==> config.mk <==
export PLATFORM = sky130hd
export DESIGN_NAME = irq_vector_ctrl
export DESIGN_NICKNAME = d
export VERILOG_FILES = /design/src/rtl/vic_pkg.sv /design/src/rtl/vic_bank.sv /design/src/rtl/vic_vector.sv /design/src/rtl/irq_vector_ctrl.sv
export SDC_FILE = /design/constraint.sdc
export NUM_CORES = 2
export LEC_CHECK = 0
export ABC_AREA = 1
export BUFFER_PORTS_ARGS = -buffer_cell sky130_fd_sc_hd__buf_4
export CORE_MARGIN = 2
export CORE_UTILIZATION = 30
export CTS_BUF_LIST = sky130_fd_sc_hd__clkbuf_4 sky130_fd_sc_hd__clkbuf_8
export CTS_CLUSTER_DIAMETER = 50
export CTS_CLUSTER_SIZE = 30
export DETAILED_ROUTE_END_ITERATION = 12
export GPL_TIMING_DRIVEN = 0
export PLACE_DENSITY = 0.43
export SLEW_MARGIN = 30
export SYNTH_ARGS = -nofsm -noshare
export SYNTH_HDL_FRONTEND = slang
export SYNTH_HIERARCHICAL = 1
export SYNTH_SLANG_ARGS = --single-unit
export TNS_END_PERCENT = 10
==> constraint.sdc <==
create_clock -name clk -period 4.9 [get_ports clk]
set_clock_uncertainty 0.15 [all_clocks]
set_input_delay 0.735 -clock clk [delete_from_list [all_inputs] [get_ports clk]]
set_output_delay 0.735 -clock clk [all_outputs]
set_load 0.03 [all_outputs]
==> src/rtl/vic_pkg.sv <==
package vic_pkg;
    localparam int BANK_W = 32;
    localparam int MAX_BANKS = 3;

    typedef enum logic [2:0] {
        FLD_NONE,
        FLD_PEND,
        FLD_FPEND,
        FLD_SEL,
        FLD_EN,
        FLD_MASK
    } fld_e;

    typedef struct packed {
        logic [BANK_W-1:0] pend;
        logic [BANK_W-1:0] fpend;
        logic [BANK_W-1:0] sel;
        logic [BANK_W-1:0] en;
        logic [BANK_W-1:0] mask;
    } bank_regs_t;

    typedef struct packed {
        logic [BANK_W-1:0] base;
        logic [BANK_W-1:0] protect;
        logic [BANK_W-1:0] nmi;
        logic [BANK_W-1:0] rdata;
    } top_regs_t;

    // group index is bus_addr[ADDR_W-1:4]
    localparam int GRP_SCALAR = 0;
    localparam int GRP_PEND   = 1;
    localparam int GRP_FPEND  = 2;
    localparam int GRP_SEL    = 3;
    localparam int GRP_EN     = 4;
    localparam int GRP_MASK   = 5;
endpackage

==> src/rtl/vic_bank.sv <==
module vic_bank
    import vic_pkg::*;
(
    input  logic              clk,
    input  logic              rst_n,
    input  logic [BANK_W-1:0] src_i,
    input  logic              wr_i,
    input  fld_e              fld_i,
    input  logic [BANK_W-1:0] wdata_i,
    output bank_regs_t        regs_o,
    output logic [BANK_W-1:0] act_o,
    output logic              fast_o
);
    bank_regs_t regs_d, regs_q;
    logic [BANK_W-1:0] clr_mask;

    always_comb begin
        regs_d      = regs_q;
        regs_d.pend = src_i;
        clr_mask    = '0;
        if (wr_i) begin
            case (fld_i)
                FLD_SEL:   regs_d.sel  = wdata_i;
                FLD_EN:    regs_d.en   = wdata_i;
                FLD_MASK:  regs_d.mask = wdata_i;
                FLD_FPEND: clr_mask    = wdata_i;
                default:   ;
            endcase
        end
        // sticky record of fast-routed sources; setting wins over clearing
        regs_d.fpend = (regs_q.fpend & ~clr_mask)
                     | (regs_q.pend & ~regs_q.mask & regs_q.sel);
    end

    always_ff @(posedge clk) begin
        if (!rst_n) regs_q <= '0;
        else        regs_q <= regs_d;
    end

    assign regs_o = regs_q;
    assign act_o  = regs_q.pend & ~regs_q.mask;
    assign fast_o = |(act_o & regs_q.sel);
endmodule

==> src/rtl/vic_vector.sv <==
module vic_vector
    import vic_pkg::*;
#(
    parameter int NUM_BANK = 3
) (
    input  logic [NUM_BANK-1:0][BANK_W-1:0] act_i,
    output logic [BANK_W-1:0]               vec_o
);
    // descending scan: the last hit written is the lowest-numbered source
    always_comb begin
        vec_o = '0;
        for (int b = NUM_BANK - 1; b >= 0; b--) begin
            for (int i = BANK_W - 1; i >= 0; i--) begin
                if (act_i[b][i]) vec_o = BANK_W'((b * BANK_W + i) * 4);
            end
        end
    end
endmodule

==> src/rtl/irq_vector_ctrl.sv <==
module irq_vector_ctrl
    import vic_pkg::*;
#(
    parameter int NUM_SRC = 96,
    parameter int ADDR_W  = 10
) (
    input  logic               clk,
    input  logic               rst_n,
    input  logic [NUM_SRC-1:0] src_i,
    input  logic               bus_sel_i,
    input  logic               bus_wr_i,
    input  logic [ADDR_W-1:0]  bus_addr_i,
    input  logic [BANK_W-1:0]  bus_wdata_i,
    output logic [BANK_W-1:0]  bus_rdata_o,
    output logic               irq_o,
    output logic               fiq_o
);
    localparam int NUM_BANK = (NUM_SRC + BANK_W - 1) / BANK_W;
    localparam int PAD_W    = NUM_BANK * BANK_W;
    localparam int GRP_W    = ADDR_W - 4;

    logic [PAD_W-1:0]                 src_pad;
    logic [NUM_BANK-1:0][BANK_W-1:0]  act;
    logic [NUM_BANK-1:0]              fast;
    logic [NUM_BANK-1:0]              bank_wr;
    bank_regs_t                       bregs [NUM_BANK];
    logic [BANK_W-1:0]                vec;
    fld_e                             fld;
    logic [GRP_W-1:0]                 grp;
    logic [1:0]                       bidx;
    logic                             aligned, bank_ok;
    top_regs_t                        st_d, st_q;
    logic [BANK_W-1:0]                rd_val;

    always_comb begin
        src_pad              = '0;
        src_pad[NUM_SRC-1:0] = src_i;
    end

    assign grp     = bus_addr_i[ADDR_W-1:4];
    assign bidx    = bus_addr_i[3:2];
    assign aligned = (bus_addr_i[1:0] == 2'b00);
    assign bank_ok = (int'(bidx) < NUM_BANK);

    always_comb begin
        case (int'(grp))
            GRP_PEND:  fld = FLD_PEND;
            GRP_FPEND: fld = FLD_FPEND;
            GRP_SEL:   fld = FLD_SEL;
            GRP_EN:    fld = FLD_EN;
            GRP_MASK:  fld = FLD_MASK;
            default:   fld = FLD_NONE;
        endcase
    end

    for (genvar b = 0; b < NUM_BANK; b++) begin : g_bank
        assign bank_wr[b] = bus_sel_i && bus_wr_i && aligned && bank_ok
                         && (bidx == 2'(b));
        vic_bank u_bank (
            .clk     (clk),
            .rst_n   (rst_n),
            .src_i   (src_pad[b*BANK_W +: BANK_W]),
            .wr_i    (bank_wr[b]),
            .fld_i   (fld),
            .wdata_i (bus_wdata_i),
            .regs_o  (bregs[b]),
            .act_o   (act[b]),
            .fast_o  (fast[b])
        );
    end

    vic_vector #(.NUM_BANK(NUM_BANK)) u_vec (
        .act_i (act),
        .vec_o (vec)
    );

    always_comb begin
        rd_val = '0;
        if (aligned) begin
            if (int'(grp) == GRP_SCALAR) begin
                case (bidx)
                    2'd0: rd_val = vec;
                    2'd1: rd_val = st_q.base;
                    2'd2: rd_val = st_q.protect;
                    default: rd_val = st_q.nmi;
                endcase
            end else begin
                for (int b = 0; b < NUM_BANK; b++) begin
                    if (bidx == 2'(b)) begin
                        case (fld)
                            FLD_PEND:  rd_val = bregs[b].pend;
                            FLD_FPEND: rd_val = bregs[b].fpend;
                            FLD_SEL:   rd_val = bregs[b].sel;
                            FLD_EN:    rd_val = bregs[b].en;
                            FLD_MASK:  rd_val = bregs[b].mask;
                            default:   rd_val = '0;
                        endcase
                    end
                end
            end
        end
    end

    always_comb begin
        st_d = st_q;
        if (bus_sel_i && !bus_wr_i) st_d.rdata = rd_val;
        if (bus_sel_i && bus_wr_i && aligned && int'(grp) == GRP_SCALAR) begin
            case (bidx)
                2'd1: st_d.base    = bus_wdata_i & ~BANK_W'(3);
                2'd2: st_d.protect = bus_wdata_i;
                2'd3: st_d.nmi     = bus_wdata_i;
                default: ;
            endcase
        end
    end

    always_ff @(posedge clk) begin
        if (!rst_n) st_q <= '0;
        else        st_q <= st_d;
    end

    assign bus_rdata_o = st_q.rdata;
    assign irq_o       = |act;
    assign fiq_o       = |fast;
endmodule

==> results.json <==
{
  "outcome": "finished with violations",
  "failed_checks": "negative setup slack",
  "utilization": 0.368,
  "cts_root_buf": "clkbuf_8",
  "top_usage_layer": "met2",
  "slew_headroom": 0.301,
  "irDropWorstVdd_uv": 179,
  "dr.pass1.iters": 6,
  "overflow": 0,
  "clk_pin_slew_ps": 80,
  "dp_hpwl_um": 122000,
  "fillers": 11600,
  "grt_use_total": 0.302,
  "fp.dieH_um": 328,
  "ctsHtreeMaxLevel": 3,
  "use_met1": 0.401,
  "synth-adder-area-share": 0.000397,
  "antenna_found_initial": 14,
  "fmax_ghz": 0.152,
  "rows": 118,
  "finalSetupViolCount": 2,
  "numPortBuffers": 173,
  "slowest_stage": "dfxtp_2",
  "synth_compound_area_frac": 0.150,
  "fin_nets": 5401,
  "yosys.cell_types.count": 42,
  "critPathMostFrequentCell": "nand2_1",
  "setup_ws_ps": -1670,
  "fin_crit_ps": 6570,
  "num_vias": 34400,
  "fin_hold_ws_ps": 229,
  "rr_startpoint": "g_bank[2].u_bank/regs_o[31]$_SDFFE_PN0P_",
  "min_from": "bus_wdata_i[26]",
  "initial_core_util": 0.304,
  "path_class": "register to register",
  "rsz0062_at_grt": "yes",
  "viasPerCell": 5.11,
  "dieArea_um2": 108000,
  "cts_sinks": 606,
  "synth_area_per_cell_um2": 6.49,
  "fp.dieW_um": 328,
  "synth_cells": 4855,
  "crit_path_end_kind": "register",
  "seq_area_frac_synth": 0.385,
  "grt_pass1_vias": 32600,
  "worstSetupStartpoint": "g_bank[2].u_bank/regs_o[31]$_SDFFE_PN0P_",
  "syn_area_um2": 31500,
  "start_kind": "register",
  "cts_tree": "done",
  "slew_violations": 0,
  "post-route-period-util": 1.34,
  "final_area_um2": 38100,
  "use_met3": 0.0518,
  "placed_cells": 6432,
  "cts.path.max_buffers": 3,
  "cts_buffers": 103,
  "crit_fanout": 4,
  "area_growth_pct": 21.1,
  "final_common_cell": "nand2_1",
  "wl_per_cell_um": 24.6,
  "worstSkewPairLatency_ps": 810,
  "worstPathRequired_ps": 5470,
  "synth_top_family_by_area": "simple AND/OR/NAND/NOR gates",
  "powerDensity_nw_per_um2": 306,
  "yosys.area_share.xor_xnor": 0,
  "gp_congestion": 0.987,
  "ant_nets": 0,
  "totalWireLength_um": 166000,
  "drtIter0Drc": 3575,
  "synthMuxAreaShare": 0,
  "ys.warnings.count": 6,
  "maxCapViolCount": 0,
  "max_slew.worst_pin.slew_ps": 1050,
  "drc": 0,
  "drive_gt1_frac": 0.130,
  "critPathMaxStageDelay_ps": 360,
  "fp.coreArea_um2": 104000,
  "stdcell_count": 6728,
  "power.leakage_nw": 17.2,
  "ios": 176,
  "synthSimpleGateAreaFrac": 0.321,
  "grtUsageMet2": 0.479,
  "mostFrequentLayoutCells": "1,141 x nand2_1, 657 x nor2_1, 600 x dfxtp_1",
  "synth-seq-cells": 606,
  "hold_viol": 0,
  "dpl_cell_area_um2": 34600,
  "grt_max_degree": 19,
  "min_path_type": "primary input to register",
  "grt_pass1_wl_um": 235000,
  "critPathArrivalTime_ps": 7150
}
[worst max-delay path: cells and delay by family, from the launching register on]
family / cells / cell delay [ps]
simple gates: 96 / 5460
flops: 1 / 360
compound gates: 3 / 530
[cell type report]
cell class | instances | area [um2] | area share
multi-input cells | 3321 | 15000 | 0.394
flip-flops and latches | 606 | 12100 | 0.318
inverters | 587 | 2530 | 0.0665
repair buffers | 274 | 2300 | 0.0602
plain buffers | 365 | 1990 | 0.0521
well taps | 1380 | 1730 | 0.0453
clock buffers | 113 | 1530 | 0.0401
clock inverters | 80 | 876 | 0.0230
diodes | 2 | 5.00 | 0.000131
[repair_timing]
item,in CTS,in global routing
hold buffers,96,0
buffers inserted,4,1
endpoints found under the hold margin,96,0
gates resized for setup,25,9
pin swaps,8,8
endpoints found under the setup margin,2,12
[where the power goes]
| part | internal [W] | switching [W] | leakage [nW] | total [W] |
|---|---|---|---|---|
| clock | 0.00278 | 0.00272 | 1.21 | 0.00550 |
| sequential | 0.00497 | 0.0000548 | 4.91 | 0.00502 |
| combinational | 0.000360 | 0.000806 | 11.1 | 0.00117 |
[logic make-up after synthesis]
kind of cell | Yosys count
and+or+nand+nor | 2388
buffers and inverters | 952
AOI/OAI and AO/OA | 907
DFF | 606
adders and majority gates | 1
other | 1
[worst paths after layout]
| path | cells past startpoint | slack [ps] | to |
|---|---|---|---|
| setup reg to reg | 99 | -1670 | bus_rdata_o[2]$_SDFFE_PN0P_ |
| hold / removal | 3 | 230 | g_bank[2].u_bank/regs_o[90]$_SDFFE_PN0P_ |
| hold reg to reg | 2 | 300 | g_bank[2].u_bank/regs_o[43]$_SDFFE_PN0P_ |
| setup / recovery | 99 | -1670 | bus_rdata_o[2]$_SDFFE_PN0P_ |
[metrics by stage]
| stage | setup TNS [ps] | setup slack, ps | total power (W) |
|---|---|---|---|
| 2_1_floorplan | -190 | -190 | 0.00563 |
| 3_3_place_gp | -108660 | -2150 | 0.00620 |
| 3_5_place_dp | -130930 | -2050 | 0.00620 |
| 4_1_cts | -2720 | -1710 | 0.0118 |
| 5_1_grt | -3930 | -2400 | 0.0121 |
| 6_report | -2890 | -1670 | 0.0117 |
[registers in the layout, indices dropped and copies added, names as in the netlist]
name and count:
st_q 94, g_bank.u_bank/regs_o 480, bus_rdata_o 32
[synth_stat cells (all sizes together)]
| master | count | area (um2) |
|---|---|---|
| nor3 | 11 | 55.1 |
| nand2 | 1159 | 4370 |
| or2 | 1 | 6.26 |
| o21ai | 464 | 2320 |
| conb | 1 | 3.75 |
| bufinv | 24 | 420 |
| o21bai | 2 | 15.0 |
| nor4 | 43 | 269 |
| a211oi | 20 | 150 |
| dfxtp | 606 | 12100 |
| inv | 561 | 2110 |
| a21boi | 2 | 15.0 |
| a41oi | 30 | 263 |
| ha | 1 | 12.5 |
| nand3 | 338 | 1740 |
| a21oi | 381 | 1910 |
| o311ai | 2 | 17.5 |
| nor2 | 669 | 2540 |
| and3 | 1 | 6.26 |
| clkinv | 2 | 7.51 |
| nand4 | 132 | 871 |
| o31ai | 1 | 7.51 |
| nand3b | 33 | 248 |
| a31oi | 2 | 12.5 |
| buf | 230 | 1470 |
| o221ai | 1 | 8.76 |
| a311oi | 2 | 17.5 |
| clkbuf | 135 | 519 |
| or3 | 1 | 6.26 |
[metal layers]
| metal | up-vias | part of all wire |
|---|---|---|
| met3 | 337 | 0.074 |
| met5 | - | 0.000097 |
| met4 | 2 | 0.052 |
| met2 | 1400 | 0.44 |
| li1 | 16400 | - |
| met1 | 16300 | 0.43 |
(Power assumes the default switching activity.)
